[src/rtl/phase_pwm_pkg.sv]
package phase_pwm_pkg;
  // control word geometry
  localparam int unsigned CTRL_W  = 32;
  localparam int unsigned ACC_W   = 16;
  localparam int unsigned THR_W   = 8;
  localparam int unsigned EN_BIT  = 31;
  localparam int unsigned UPD_BIT = 30;
  localparam int unsigned INC_LSB = 8;
  localparam int unsigned THR_LSB = 0;
  // derived positions
  localparam int unsigned INC_MSB = INC_LSB + ACC_W - 1;
  localparam int unsigned THR_MSB = THR_LSB + THR_W - 1;
  localparam int unsigned CMP_LSB = ACC_W - THR_W;
  localparam int unsigned GAP_W   = UPD_BIT - INC_MSB - 1;

  typedef struct packed {
    logic [ACC_W-1:0] inc;
    logic [THR_W-1:0] thr;
  } pwm_cfg_t;
endpackage

[src/rtl/phase_pwm_rstsync.sv]
module phase_pwm_rstsync #(
  parameter int unsigned STAGES = 2   // at least 2
) (
  input  logic clk,
  input  logic rst_n,
  output logic rst_sync_n
);
  logic [STAGES-1:0] sync_q;
  logic [STAGES-1:0] sync_d;

  always_comb begin
    sync_d = {sync_q[STAGES-2:0], 1'b1};
  end

  always_ff @(posedge clk or negedge rst_n) begin
    if (!rst_n) sync_q <= '0;
    else        sync_q <= sync_d;
  end

  assign rst_sync_n = sync_q[STAGES-1];
endmodule

[src/rtl/phase_pwm_regs.sv]
module phase_pwm_regs
  import phase_pwm_pkg::*;
(
  input  logic              clk,
  input  logic              rst_n,
  input  logic              we_i,
  input  logic [CTRL_W-1:0] wdata_i,
  input  logic              apply_i,
  output logic              en_o,
  output logic              pend_o,
  output pwm_cfg_t          stg_o,
  output logic [CTRL_W-1:0] rdata_o
);
  logic     en_q,  en_d;
  logic     pend_q, pend_d;
  pwm_cfg_t stg_q, stg_d;
  logic     stg_ce;

  // next state
  always_comb begin
    en_d   = en_q;
    stg_d  = stg_q;
    stg_ce = we_i;
    if (we_i) begin
      en_d      = wdata_i[EN_BIT];
      stg_d.inc = wdata_i[INC_MSB:INC_LSB];
      stg_d.thr = wdata_i[THR_MSB:THR_LSB];
    end
    // a fresh request always wins over the clear from an update in flight
    if (we_i)         pend_d = wdata_i[UPD_BIT];
    else if (apply_i) pend_d = 1'b0;
    else              pend_d = pend_q;
  end

  always_ff @(posedge clk or negedge rst_n) begin
    if (!rst_n) begin
      en_q   <= 1'b0;
      pend_q <= 1'b0;
    end else begin
      en_q   <= en_d;
      pend_q <= pend_d;
    end
  end

  always_ff @(posedge clk or negedge rst_n) begin
    if (!rst_n)      stg_q <= '0;
    else if (stg_ce) stg_q <= stg_d;
  end

  assign en_o    = en_q;
  assign pend_o  = pend_q;
  assign stg_o   = stg_q;
  assign rdata_o = {en_q, pend_q, {GAP_W{1'b0}}, stg_q.inc, stg_q.thr};

  AST_PEND_FALL: assert property (@(posedge clk) disable iff (!rst_n)
    $fell(pend_q) |-> $past(apply_i || we_i));

  AST_CFG_HOLD: assert property (@(posedge clk) disable iff (!rst_n)
    !we_i |=> ($stable(stg_q) && $stable(en_q)));
endmodule

[src/rtl/phase_pwm_core.sv]
module phase_pwm_core
  import phase_pwm_pkg::*;
(
  input  logic     clk,
  input  logic     rst_n,
  input  logic     en_i,
  input  logic     pend_i,
  input  pwm_cfg_t stg_i,
  output logic     apply_o,
  output logic     pwm_o
);
  logic [ACC_W-1:0] acc_q, acc_d;
  logic [ACC_W:0]   sum;
  logic             wrap;
  logic             at_zero;
  pwm_cfg_t         act_q;
  logic             act_ce;

  // accumulator next state and period boundary detection
  always_comb begin
    sum     = {1'b0, acc_q} + {1'b0, act_q.inc};
    wrap    = en_i & sum[ACC_W];
    at_zero = (acc_q == '0);
    acc_d   = en_i ? sum[ACC_W-1:0] : '0;
    act_ce  = pend_i & (wrap | at_zero);
  end

  always_ff @(posedge clk or negedge rst_n) begin
    if (!rst_n) acc_q <= '0;
    else        acc_q <= acc_d;
  end

  always_ff @(posedge clk or negedge rst_n) begin
    if (!rst_n)      act_q <= '0;
    else if (act_ce) act_q <= stg_i;
  end

  assign apply_o = act_ce;
  assign pwm_o   = en_i & (acc_q[ACC_W-1:CMP_LSB] >= act_q.thr);

  AST_ACC_STEP: assert property (@(posedge clk) disable iff (!rst_n)
    en_i |=> (acc_q == ACC_W'($past(acc_q) + $past(act_q.inc))));

  AST_ACC_IDLE: assert property (@(posedge clk) disable iff (!rst_n)
    !en_i |=> (acc_q == '0));

  AST_ACTIVE_HOLD: assert property (@(posedge clk) disable iff (!rst_n)
    !apply_o |=> $stable(act_q));
endmodule

[src/rtl/phase_pwm.sv]
module phase_pwm
  import phase_pwm_pkg::*;
(
  input  logic              clk,
  input  logic              rst_n,
  input  logic              reg_we,
  input  logic [CTRL_W-1:0] reg_wdata,
  output logic [CTRL_W-1:0] reg_rdata,
  output logic              pwm_out
);
  logic     rst_sync_n;
  logic     en, pend, apply;
  pwm_cfg_t stg;

  phase_pwm_rstsync #(.STAGES(2)) i_rstsync (
    .clk        (clk),
    .rst_n      (rst_n),
    .rst_sync_n (rst_sync_n)
  );

  phase_pwm_regs i_regs (
    .clk     (clk),
    .rst_n   (rst_sync_n),
    .we_i    (reg_we),
    .wdata_i (reg_wdata),
    .apply_i (apply),
    .en_o    (en),
    .pend_o  (pend),
    .stg_o   (stg),
    .rdata_o (reg_rdata)
  );

  phase_pwm_core i_core (
    .clk     (clk),
    .rst_n   (rst_sync_n),
    .en_i    (en),
    .pend_i  (pend),
    .stg_i   (stg),
    .apply_o (apply),
    .pwm_o   (pwm_out)
  );

  AST_OFF_LOW: assert property (@(posedge clk) disable iff (!rst_sync_n)
    (reg_we && !reg_wdata[EN_BIT]) |=> !pwm_out);
endmodule

[config.mk]
export PLATFORM = sky130hd
export DESIGN_NAME = phase_pwm
export DESIGN_NICKNAME = d
export VERILOG_FILES = /design/src/rtl/phase_pwm_pkg.sv /design/src/rtl/phase_pwm_rstsync.sv /design/src/rtl/phase_pwm_regs.sv /design/src/rtl/phase_pwm_core.sv /design/src/rtl/phase_pwm.sv
export SDC_FILE = /design/constraint.sdc
export NUM_CORES = 1
export LEC_CHECK = 0
export BUFFER_PORTS_ARGS = -buffer_cell sky130_fd_sc_hd__buf_2
export CORE_MARGIN = 5
export CORE_UTILIZATION = 55
export CTS_CLUSTER_DIAMETER = 60
export CTS_CLUSTER_SIZE = 14
export DETAILED_ROUTE_END_ITERATION = 8
export PLACE_DENSITY = 0.8
export SETUP_SLACK_MARGIN = 0.5
export SYNTH_ARGS = -nofsm -noshare
export SYNTH_HDL_FRONTEND = slang
export SYNTH_SLANG_ARGS = --single-unit
[constraint.sdc]
create_clock -name clk -period 2.8 [get_ports clk]
set_clock_uncertainty 0.15 [all_clocks]
set_input_delay 0.42 -clock clk [delete_from_list [all_inputs] [get_ports clk]]
set_output_delay 0.42 -clock clk [all_outputs]
set_load 0.02 [all_outputs]
==> run_summary.xml <==
<?xml version="1.0" encoding="UTF-8"?>
<metrics>
  <group name="clock_network">
    <metric name="worstSkewPairLatency" unit="ns">0.36</metric>
    <metric name="cts_buffers" unit="">9</metric>
    <metric name="ctsLongestPathBuffers" unit="">2</metric>
    <metric name="clkSlewWorstSetupHoldPaths" unit="ns">0.08</metric>
    <metric name="clock_tree.root_cell" unit="">sky130_fd_sc_hd__clkbuf_8</metric>
    <metric name="numClockSinks" unit="">68</metric>
    <metric name="tritoncts" unit="">done</metric>
    <metric name="cts-htree-levels" unit="">3</metric>
  </group>
  <group name="final_layout">
    <metric name="num-nets-final" unit="">468</metric>
    <metric name="layout_cell_share_with_drive_strength_beyond_1" unit="%">48.4</metric>
    <metric name="fillerInstances" unit="">352</metric>
    <metric name="fin_cells" unit="">490</metric>
    <metric name="fin_area" unit="sq um">4690</metric>
    <metric name="antenna-diode-count" unit="">0</metric>
    <metric name="layout-area-overhead-vs-synth" unit="%">35.1</metric>
  </group>
  <group name="yosys">
    <metric name="synth_edf_count" unit="">0</metric>
    <metric name="synth_async_sr_flop_share" unit="%">100</metric>
    <metric name="synth_seq_cells" unit="">68</metric>
    <metric name="most_area_hungry_cell_type_in_the_yosys_netlist" unit="">sky130_fd_sc_hd__dfrtp_1</metric>
    <metric name="library_cells_used_by_synthesis" unit="">37</metric>
    <metric name="synth_sequential_area_ratio" unit="%">49.0</metric>
    <metric name="post_synth_instance_area" unit="sq um">3470</metric>
    <metric name="synth.yosys.warnings" unit="">0</metric>
    <metric name="synth.top_cell.area_share" unit="%">49.0</metric>
    <metric name="syn-mean-instance-area" unit="sq um">11.8</metric>
    <metric name="top_cells_by_area_in_the_synthesized_netlist" unit="">sky130_fd_sc_hd__dfrtp_1 49%, sky130_fd_sc_hd__mux2_2 16%, sky130_fd_sc_hd__ha_1 8.7%</metric>
    <metric name="mapped_cells" unit="">294</metric>
    <metric name="post_synth_most_frequent_cells" unit="">68 x sky130_fd_sc_hd__dfrtp_1, 48 x sky130_fd_sc_hd__mux2_2, 24 x sky130_fd_sc_hd__ha_1</metric>
    <metric name="synth_flop_cell" unit="">sky130_fd_sc_hd__dfrtp_1</metric>
    <metric name="yosys.cell_count.top_type" unit="">sky130_fd_sc_hd__dfrtp_1</metric>
  </group>
  <group name="sta">
    <metric name="fin_worst_hold_slack" unit="ns">0.133</metric>
    <metric name="timing_worst_slew_pin_value" unit="ns">0.824</metric>
    <metric name="setup_viol" unit="">1</metric>
    <metric name="grt_setup_unrepaired" unit="">true</metric>
    <metric name="period_utilization" unit="%">100</metric>
    <metric name="setup_ws" unit="ns">-0.00588</metric>
    <metric name="finalMaxSlewViolations" unit="">0</metric>
    <metric name="maxSlewHeadroom" unit="%">45.1</metric>
    <metric name="fin_setup_tns" unit="ns">-0.00588</metric>
    <metric name="timing_hold_violations_final" unit="">0</metric>
    <metric name="period_needed" unit="ns">2.81</metric>
    <metric name="maxClockFrequency" unit="GHz">0.356</metric>
  </group>
  <group name="route">
    <metric name="drc_violations_left" unit="">0</metric>
    <metric name="route.detailed.vias_per_inst" unit="">5.97</metric>
    <metric name="postRouteWirelength" unit="mm">10.5</metric>
    <metric name="drt_iter0_drc" unit="">254</metric>
    <metric name="detail_route.wl_per_cell" unit="um">21.4</metric>
    <metric name="detailroute.via_count" unit="">2925</metric>
    <metric name="drt_pre_antenna_iters" unit="">5</metric>
    <metric name="route.antenna.remaining_nets" unit="">0</metric>
  </group>
  <group name="place">
    <metric name="placement.setup.worst_slack" unit="ns">-0.492</metric>
    <metric name="placed_cells" unit="">455</metric>
    <metric name="port_buffers" unit="">55</metric>
    <metric name="place_area" unit="sq um">4090</metric>
    <metric name="gp_routability_congestion" unit="">0.907</metric>
    <metric name="place_hpwl" unit="mm">5.64</metric>
  </group>
  <group name="job">
    <metric name="drv.max_cap_violation_count" unit="">0</metric>
  </group>
  <group name="setup_path">
    <metric name="path_max_fanout" unit="">6</metric>
    <metric name="critical_path_arrival" unit="ns">2.90</metric>
    <metric name="critPathKind" unit="">flip-flop to flip-flop</metric>
    <metric name="critPathLaunchType" unit="">flip-flop</metric>
    <metric name="timing.critical_path.required" unit="ns">2.89</metric>
    <metric name="setup_slack_of_the_most_critical_reg_to_reg_path" unit="ns">-0.006</metric>
    <metric name="end_kind" unit="">flip-flop</metric>
  </group>
  <group name="global_route">
    <metric name="grt_usage" unit="%">24.9</metric>
    <metric name="pin_count_of_the_biggest_net_entering_global_routing" unit="">67</metric>
    <metric name="grt_pass1_wl" unit="mm">14.6</metric>
    <metric name="grt_overflow" unit="">0</metric>
    <metric name="grt_antenna_before_repair" unit="">0</metric>
    <metric name="first_global_vias" unit="">2990</metric>
  </group>
  <group name="floorplanning">
    <metric name="design.die.area" unit="sq um">8000</metric>
    <metric name="core_area" unit="sq um">6240</metric>
    <metric name="die_height" unit="um">89.4</metric>
    <metric name="floorplan.io_pins" unit="">68</metric>
    <metric name="starting_density_of_the_core" unit="%">55.6</metric>
    <metric name="floorplan.rows" unit="">29</metric>
    <metric name="die_w" unit="um">89.4</metric>
  </group>
  <group name="status">
    <metric name="violations" unit="">setup timing</metric>
    <metric name="status" unit="">finished with violations</metric>
  </group>
  <group name="power">
    <metric name="p_per_area" unit="nW/um^2">1090</metric>
    <metric name="leakage" unit="nW">2.26</metric>
    <metric name="peakVddDrop" unit="uV">712</metric>
  </group>
  <group name="min_path">
    <metric name="min_path_type" unit="">primary input to flip-flop</metric>
  </group>
</metrics>
==> cell usage in the layout (no fill, tap or decap), types with 4 or more instances in the layout <==
cell type,synthesis,layout
sky130_fd_sc_hd__nor2_1,15,15
sky130_fd_sc_hd__buf_2,0,55
sky130_fd_sc_hd__dfrtp_1,68,67
sky130_fd_sc_hd__buf_6,2,10
sky130_fd_sc_hd__nand2_1,12,12
sky130_fd_sc_hd__nand2b_1,5,4
sky130_fd_sc_hd__a21oi_1,14,14
sky130_fd_sc_hd__nand4_1,6,6
sky130_fd_sc_hd__nor3_1,4,4
sky130_fd_sc_hd__and2_1,4,4
sky130_fd_sc_hd__o21ai_0,9,6
sky130_fd_sc_hd__inv_1,12,11
sky130_fd_sc_hd__a21o_1,7,7
sky130_fd_sc_hd__ha_4,0,5
sky130_fd_sc_hd__xor2_1,6,6
sky130_fd_sc_hd__mux2i_1,4,4
sky130_fd_sc_hd__clkbuf_8,0,11
sky130_fd_sc_hd__nand3_1,4,4
sky130_fd_sc_hd__mux2_2,48,48
sky130_fd_sc_hd__conb_1,2,7
sky130_fd_sc_hd__ha_1,24,19
sky130_fd_sc_hd__buf_4,8,47
==> state kept, by name, indices dropped and copies added (netlist names) <==
| name | flops |
|---|---|
| i_core.acc_q | 16 |
| i_core.act_q | 24 |
| i_regs.en_o | 1 |
| i_regs.pend_o | 1 |
| i_regs.rdata_o | 24 |
| i_rstsync.sync_q | 2 |
==> repair_timing <==
action,4_1_cts,5_1_grt
setup buffers,11,5
pin swaps,16,12
hold buffers,1,0
setup endpoints to repair,31,34
gates cloned,1,1
hold endpoints to repair,2,0
resized for setup,11,20
==> routing by layer <==
layer / routed length [um] / GRT usage [%] / vias to the layer above
li1: - / - / 1259
met4: 585 / 15.0 / 0
met3: 884 / 6.18 / 52
met2: 5040 / 40.4 / 190
met5: 0 / 0 / -
met1: 4000 / 29.8 / 1424
==> through the flow <==
stage / total power [W] / util (%)
floorplan: 0.00273 / -
global placement: 0.00340 / 65.6
detailed placement: 0.00351 / 65.6
CTS: 0.00466 / 72.2
global route: 0.00534 / 75.1
finish: 0.00511 / 75.1
==> report_power, final <==
part | switching (W) | internal, W
Combinational | 0.00133 | 0.00133
Clock | 0.000399 | 0.000549
Sequential | 0.000240 | 0.00126
==> cells by family after synthesis <==
family	after synthesis	share of synthesized area [%]
flip-flops	68	49.0
buffers and inverters	31	4.65
AND/OR/NAND/NOR	57	8.04
multiplexers	52	16.7
AO/OA/AOI/OAI	49	9.59
XOR/XNOR	10	2.52
other	2	0.216
adder cells (fa/ha/maj)	25	9.23
==> critical path, cell delays in order, from the launching register on <==
cell and delay [ns]:
sky130_fd_sc_hd__dfrtp_1 0.39, sky130_fd_sc_hd__buf_4 0.13, sky130_fd_sc_hd__ha_1 0.38, sky130_fd_sc_hd__a21oi_1 0.16, sky130_fd_sc_hd__o21ai_1 0.22, sky130_fd_sc_hd__a221oi_1 0.12
sky130_fd_sc_hd__o31a_2 0.17, sky130_fd_sc_hd__a211oi_4 0.39, sky130_fd_sc_hd__clkbuf_16 0.23, sky130_fd_sc_hd__mux2_2 0.34
==> area by class of cell <==
class	instances	area, sq um	area share, %
Sequential cell	68	1700	36.3
Inverter	12	45.0	0.961
Tap cell	77	96.3	2.05
Clock inverter	4	72.6	1.55
Clock buffer	12	155	3.31
Multi-Input combinational cell	201	1800	38.4
Timing Repair Buffer	116	816	17.4
==> path summary, 6_finish.rpt <==
path | cells after the start | to | from
max reg2reg | 9 | i_core.act_q[19]$_DFFE_PN0P_ | i_core.acc_q[9]$_DFF_PN0_
max | 9 | i_core.act_q[19]$_DFFE_PN0P_ | i_core.acc_q[9]$_DFF_PN0_
min | 2 | i_regs.rdata_o[8]$_DFFE_PN0P_ | reg_wdata[8]
min in group asynchronous | 2 | i_rstsync.sync_q[1]$_DFF_PN0_ | rst_n
min reg2reg | 0 | i_rstsync.sync_q[1]$_DFF_PN0_ | i_rstsync.sync_q[0]$_DFF_PN0_
max in group asynchronous | 1 | i_core.act_q[7]$_DFFE_PN0P_ | i_rstsync.sync_q[1]$_DFF_PN0_
No activity file was read; power rests on OpenSTA's default activity.
